===== config.mk =====
export PLATFORM = sky130hd
export DESIGN_NAME = scsi_reg_alu
export DESIGN_NICKNAME = d
export VERILOG_FILES = /design/src/rtl/scsi_reg_alu_pkg.sv /design/src/rtl/scsi_reg_alu_dec.sv /design/src/rtl/scsi_reg_alu_core.sv /design/src/rtl/scsi_reg_alu.sv
export SDC_FILE = /design/constraint.sdc
export NUM_CORES = 1
export LEC_CHECK = 0
export BUFFER_PORTS_ARGS = -buffer_cell sky130_fd_sc_hd__buf_2
export CAP_MARGIN = 5
export CORE_ASPECT_RATIO = 0.9
export CORE_MARGIN = 2
export CORE_UTILIZATION = 30
export DETAILED_ROUTE_END_ITERATION = 12
export GPL_ROUTABILITY_DRIVEN = 1
export GPL_TIMING_DRIVEN = 0
export PLACE_DENSITY = 0.54
export SYNTH_ARGS = -nofsm -noshare
export SYNTH_HDL_FRONTEND = slang
export SYNTH_SLANG_ARGS = --single-unit

===== constraint.sdc =====
create_clock -name clk -period 8.85 [get_ports clk]
set_input_delay 2.2125 -clock clk [delete_from_list [all_inputs] [get_ports clk]]
set_output_delay 2.2125 -clock clk [all_outputs]
set_load 0.03 [all_outputs]

===== src/rtl/scsi_reg_alu_pkg.sv =====
package scsi_reg_alu_pkg;
   localparam int CMD_W  = 32;
   localparam int BYTE_W = 8;
   localparam int RA_W   = 8;

   typedef enum logic [2:0] {
      OPR_MOV = 3'd0, OPR_SHL = 3'd1, OPR_OR  = 3'd2, OPR_XOR = 3'd3,
      OPR_AND = 3'd4, OPR_SHR = 3'd5, OPR_ADD = 3'd6, OPR_ADC = 3'd7
   } opr_e;

   typedef enum logic [1:0] {
      RT_NONE = 2'd0, RT_FROM_SFBR = 2'd1, RT_TO_SFBR = 2'd2, RT_RMW = 2'd3
   } route_e;

   typedef struct packed {
      logic              is_rw;
      logic              c_set;
      logic              c_clr;
      route_e            route;
      opr_e              opr;
      logic              need_rd;
      logic              b_sfbr;
      logic [RA_W-1:0]   addr;
      logic [BYTE_W-1:0] imm;
   } dec_t;
endpackage


===== src/rtl/scsi_reg_alu_dec.sv =====
module scsi_reg_alu_dec
   import scsi_reg_alu_pkg::*;
(
   input  logic [CMD_W-1:0] cmd,
   output dec_t             dec
);
   logic [1:0] cls;
   logic [2:0] opc;
   logic       io_cls;

   assign cls    = cmd[31:30];
   assign opc    = cmd[29:27];
   assign io_cls = (cls == 2'b01);

   always_comb begin
      dec         = '0;
      dec.opr     = opr_e'(cmd[26:24]);
      dec.addr    = {cmd[7], cmd[22:16]};
      dec.imm     = cmd[15:8];
      dec.b_sfbr  = cmd[23];
      dec.c_set   = io_cls && (opc == 3'd3) && cmd[10];
      dec.c_clr   = io_cls && (opc == 3'd4) && cmd[10];
      dec.is_rw   = io_cls && (opc >= 3'd5);
      if (dec.is_rw) begin
         unique case (opc)
            3'd5:    dec.route = RT_FROM_SFBR;
            3'd6:    dec.route = RT_TO_SFBR;
            default: dec.route = RT_RMW;
         endcase
      end
      dec.need_rd = dec.is_rw && (opc != 3'd5) && (cmd[26:24] != 3'd0);
   end
endmodule


===== src/rtl/scsi_reg_alu_core.sv =====
module scsi_reg_alu_core
   import scsi_reg_alu_pkg::*;
(
   input  opr_e              opr,
   input  logic [BYTE_W-1:0] a,
   input  logic [BYTE_W-1:0] b,
   input  logic              cin,
   output logic [BYTE_W-1:0] res,
   output logic              cout
);
   logic [BYTE_W:0] sum;

   always_comb begin
      sum  = '0;
      res  = b;
      cout = cin;
      unique case (opr)
         OPR_MOV: res = b;
         OPR_SHL: begin
            res  = {a[BYTE_W-2:0], cin};
            cout = a[BYTE_W-1];
         end
         OPR_OR:  res = a | b;
         OPR_XOR: res = a ^ b;
         OPR_AND: res = a & b;
         OPR_SHR: begin
            res  = {cin, a[BYTE_W-1:1]};
            cout = a[0];
         end
         OPR_ADD: begin
            sum  = {1'b0, a} + {1'b0, b};
            res  = sum[BYTE_W-1:0];
            cout = sum[BYTE_W];
         end
         OPR_ADC: begin
            sum  = {1'b0, a} + {1'b0, b} + {{BYTE_W{1'b0}}, cin};
            res  = sum[BYTE_W-1:0];
            cout = sum[BYTE_W];
         end
         default: res = b;
      endcase
   end
endmodule


===== src/rtl/scsi_reg_alu.sv =====
module scsi_reg_alu
   import scsi_reg_alu_pkg::*;
#(
   parameter int                RD_LAT    = 1,
   parameter logic [BYTE_W-1:0] SFBR_RST  = '0,
   parameter logic              CARRY_RST = 1'b0
) (
   input  logic              clk,
   input  logic              rst_n,
   input  logic              start,
   input  logic [CMD_W-1:0]  cmd,
   output logic              busy,
   output logic              done,
   output logic              rf_rd_en,
   output logic [RA_W-1:0]   rf_rd_addr,
   input  logic [BYTE_W-1:0] rf_rd_data,
   output logic              rf_wr_en,
   output logic [RA_W-1:0]   rf_wr_addr,
   output logic [BYTE_W-1:0] rf_wr_data,
   output logic [BYTE_W-1:0] sfbr_o,
   output logic              carry_o
);
   localparam int CNT_W = (RD_LAT > 2) ? $clog2(RD_LAT) : 1;

   generate
      if (RD_LAT < 1 || RD_LAT > 16) begin : g_bad_lat
         $error("scsi_reg_alu: RD_LAT must lie in 1..16");
      end
   endgenerate

   typedef enum logic [1:0] {ST_IDLE, ST_RD, ST_WAIT, ST_EXEC} state_e;

   state_e            state_q;
   dec_t              dec_in, dec_q;
   logic [BYTE_W-1:0] sfbr_q, op_a, op_b, alu_res;
   logic              carry_q, alu_c, wait_over;

   scsi_reg_alu_dec u_dec (.cmd(cmd), .dec(dec_in));

   generate
      if (RD_LAT <= 1) begin : g_lat_one
         assign wait_over = 1'b1;
      end else begin : g_lat_multi
         logic [CNT_W-1:0] wcnt_q;
         always_ff @(posedge clk or negedge rst_n) begin
            if (!rst_n)                  wcnt_q <= '0;
            else if (state_q == ST_RD)   wcnt_q <= '0;
            else if (state_q == ST_WAIT) wcnt_q <= wcnt_q + 1'b1;
         end
         assign wait_over = (wcnt_q == CNT_W'(RD_LAT - 2));
      end
   endgenerate

   always_comb begin
      op_a = '0;
      if (dec_q.route == RT_FROM_SFBR) op_a = sfbr_q;
      else if (dec_q.need_rd)          op_a = rf_rd_data;
      op_b = (dec_q.route == RT_RMW && dec_q.b_sfbr) ? sfbr_q : dec_q.imm;
   end

   scsi_reg_alu_core u_core (
      .opr(dec_q.opr), .a(op_a), .b(op_b), .cin(carry_q),
      .res(alu_res), .cout(alu_c)
   );

   always_ff @(posedge clk or negedge rst_n) begin
      if (!rst_n) begin
         state_q    <= ST_IDLE;
         dec_q      <= '0;
         sfbr_q     <= SFBR_RST;
         carry_q    <= CARRY_RST;
         done       <= 1'b0;
         rf_wr_en   <= 1'b0;
         rf_wr_addr <= '0;
         rf_wr_data <= '0;
      end else begin
         done     <= 1'b0;
         rf_wr_en <= 1'b0;
         unique case (state_q)
            ST_IDLE: if (start) begin
               dec_q   <= dec_in;
               state_q <= dec_in.need_rd ? ST_RD : ST_EXEC;
            end
            ST_RD:   state_q <= (RD_LAT <= 1) ? ST_EXEC : ST_WAIT;
            ST_WAIT: if (wait_over) state_q <= ST_EXEC;
            ST_EXEC: begin
               state_q <= ST_IDLE;
               done    <= 1'b1;
               if (dec_q.is_rw) carry_q <= alu_c;
               else if (dec_q.c_set) carry_q <= 1'b1;
               else if (dec_q.c_clr) carry_q <= 1'b0;
               if (dec_q.route == RT_TO_SFBR) sfbr_q <= alu_res;
               if (dec_q.route == RT_FROM_SFBR || dec_q.route == RT_RMW) begin
                  rf_wr_en   <= 1'b1;
                  rf_wr_addr <= dec_q.addr;
                  rf_wr_data <= alu_res;
               end
            end
            default: state_q <= ST_IDLE;
         endcase
      end
   end

   assign busy       = (state_q != ST_IDLE);
   assign rf_rd_en   = (state_q == ST_RD);
   assign rf_rd_addr = dec_q.addr;
   assign sfbr_o     = sfbr_q;
   assign carry_o    = carry_q;
endmodule


==> impl_metrics.yaml <==
run_status:
  status: "finished, final reports clean"
worst_setup_path:
  crit_path_max_fanout: 6
  cp-endpoint: "sfbr_o[6]$_DFFE_PN0P_"
  cp.required_ns: 9.03
  timing.critical_path.from: "rf_rd_data[1]"
  rrSetupSlack_ns: 4.55
  reg2reg_from: "dec_q[22]$_DFFE_PN0P_"
  worstSetupStartpointType: "primary input"
  reg2regPathDepth: 12
  worst-setup-path-type: "in -> reg"
  worst_r2r_endpoint: "sfbr_o[6]$_DFFE_PN0P_"
  cp_data_arrival_time_ns: 5.18
  cp-end-kind: "flop"
power_and_ir_drop:
  power_density_nw_per_um2: 412.0
  finalPower_mw: 1.858
  ir_drop_v: 0.0001520
  p_leak_nw: 2.125
cells_and_area:
  antennaDiodeCount: 0
  final_nets: 551
  nFillCells: 1324
  design_area_um2: 4508
  multi_input_area_um2: 2151
  layout-drive-gt1-share: 0.2654
  area_growth_pct: 19.46
  register_area_um2: 1376
grt:
  antenna_found_initial: 0
  grt_pass1_vias: 3476
  grt_max_degree: 56
  grt_pass1_wl_mm: 18.32
  track_usage: 0.1728
  grt.overflow.total: 0
sta:
  min_period_ns: 4.993
  finalMaxSlewViolations: 0
  fin_tns_setup_ns: 0
  hold_viol: 0
  fin_crit_sh: 0.5642
  worst_slew_pin_slew_ns: 1.134
  clock.fmax_ghz: 0.2003
  setup_viol: 0
  slew_headroom: 0.2379
  holdWs_ns: 0.4867
  rsz0062_at_grt: "no"
  final.setup.worst_slack_ns: 3.857
  clock_skew_ns: 0.007262
clocking:
  clk_pin_slew_worst_paths_ns: 0.07
  post_cts_buffers: 0
  h-tree-depth: 2
  cts.hold.buffers_added: 0
  clk_latency_ns: 0.30
  root_buffer: "clkbuf_16"
  cts_tree: "yes"
  numCtsBuffers: 5
  cts.sinks: 55
  ctsResizeCount: 0
  cts_buffer_depth: 2
floorplan:
  coreArea_um2: 12170
  die_w_um: 122.2
  dieArea_um2: 13490
  start_util: 0.3100
  num_rows: 38
  die_h_um: 110.4
  io_pins: 80
synthesis:
  synthDistinctLibCells: 60
  synth_largest_area_cell: "dfrtp_1"
  syn_avg_cell_area_um2: 9.295
  synth_edf_count: 0
  ys_seq_area_frac: 0.3647
  yosysWarnings: 0
  synth-async-reset-ratio: 1.000
  syn_area_um2: 3774
  yosys_register_bits: 55
  synth_area_leaders: "dfrtp_1, mux2_2, ha_1, nand2_1, o21ai_0"
  synth_top_area_frac: 0.3647
  synth_ff_type: "dfrtp_1"
  synthesis.instances: 406
  synthesis.nets: 472
placed_design:
  globalplace.congestion: 0.9179
  dp_hpwl_mm: 8.862
  port_buffers: 72
  pre_cts_slack_ns: 3.550
  place_area_um2: 4334
job:
  maxCapViolCount: 0
detailed_routing:
  drt_first_iter_violations: 194
  wl_per_cell_um: 17.58
  final_antenna_net_count: 0
  via_per_inst: 5.317
  wl_mm: 11.36
  vias: 3435
  drtPass1Iterations: 6
  remaining_drc_errors: 0
hold_path:
  hold_class: "reg -> reg"
[report_power, final]
| group | internal [mW] | switching (mW) |
|---|---|---|
| sequential | 0.365 | 0.0910 |
| combinational | 0.440 | 0.730 |
| clock | 0.135 | 0.0971 |
| total | 0.939 | 0.918 |
[cell usage after synthesis (4+ instances only)]
master    count
dfrtp_1      55
nand2_1      44
mux2_2       35
inv_1        30
o21ai_0      25
ha_1         22
clkbuf_1     17
nor2_1       17
a21oi_1      16
mux2i_1      11
buf_4         8
nor2b_1       8
nand3_1       7
nand3b_1      7
o211ai_1      7
a211oi_1      5
nor3_1        5
o22ai_1       5
o31ai_1       5
or3_1         5
a22oi_1       4
and2_1        4
and3_1        4
[cell families (layout without fill, tap and decap cells)]
group                      count (synthesis)  count (layout)  share of synthesized area
AOI/OAI and AO/OA                        108             108                     0.1966
xor gates and xnor gates                   4               4                   0.009286
adders and majority gates                 23              23                    0.07825
buffers and inverters                     57             137                    0.06532
DFF                                       55              55                     0.3647
muxes                                     47              47                     0.1396
and+or+nand+nor                          112             112                     0.1462
[layout by cell type (no fill, tap or decap), types with 7 or more instances in the layout]
| master | instances |
|---|---|
| inv_1 | 30 |
| nor2b_1 | 8 |
| o21ai_0 | 25 |
| a21oi_1 | 16 |
| mux2_2 | 35 |
| o211ai_1 | 7 |
| nand3b_1 | 7 |
| dfrtp_1 | 55 |
| nand2_1 | 44 |
| nor2_1 | 17 |
| mux2i_1 | 11 |
| buf_2 | 73 |
| nand3_1 | 7 |
| buf_4 | 9 |
| ha_1 | 22 |
| clkbuf_1 | 17 |
[flip-flops by register name (all words and copies together) (netlist names)]
register and flops:
carry_o 1, dec_q 18, done 1, rf_rd_addr 8, rf_wr_addr 8, rf_wr_data 8
rf_wr_en 1, sfbr_o 8, state_q 2
[critical path: stages]
cell	delay (ns)
buf_2	0.09
and2_1	0.15
mux2i_1	0.35
inv_1	0.15
ha_1	0.36
a211o_1	0.35
and2_4	0.19
or4_1	0.59
o311a_1	0.39
a211oi_1	0.23
nor2_1	0.10
[area by class of cell]
type	count	area share
sequential	55	0.3053
clock inverter	3	0.01027
clock buffer	5	0.02775
buffer	27	0.02970
tap	160	0.04441
inverter	30	0.02498
timing repair buffer	72	0.08049
multi-input combinational	294	0.4771
[per-layer routing]
layer / track usage / share of wire
met5: 0 / 0
met4: 0.04598 / 0.016
met3: 0.03254 / 0.074
met2: 0.2578 / 0.43
met1: 0.2534 / 0.48
[worst min path at each step]
stage                     cells after the start                      start                        end
after CTS                                     2  rf_wr_data[1]$_DFFE_PN0P_  rf_wr_data[1]$_DFFE_PN0P_
after floorplan                               2      dec_q[24]$_DFFE_PN0P_      dec_q[24]$_DFFE_PN0P_
final                                         2  rf_wr_data[2]$_DFFE_PN0P_  rf_wr_data[2]$_DFFE_PN0P_
after global routing                          1      dec_q[23]$_DFFE_PN0P_      dec_q[23]$_DFFE_PN0P_
after global placement                        2  rf_wr_data[3]$_DFFE_PN0P_  rf_wr_data[3]$_DFFE_PN0P_
after detailed placement                      2  rf_wr_data[1]$_DFFE_PN0P_  rf_wr_data[1]$_DFFE_PN0P_
[per-stage QoR]
stage,util,instances
2_1_floorplan,-,406
3_3_place_gp,0.3561,638
4_1_cts,0.3702,646
5_1_grt,0.3704,646
3_5_place_dp,0.3561,638
6_report,0.3704,646
(Power assumes the default switching activity.)
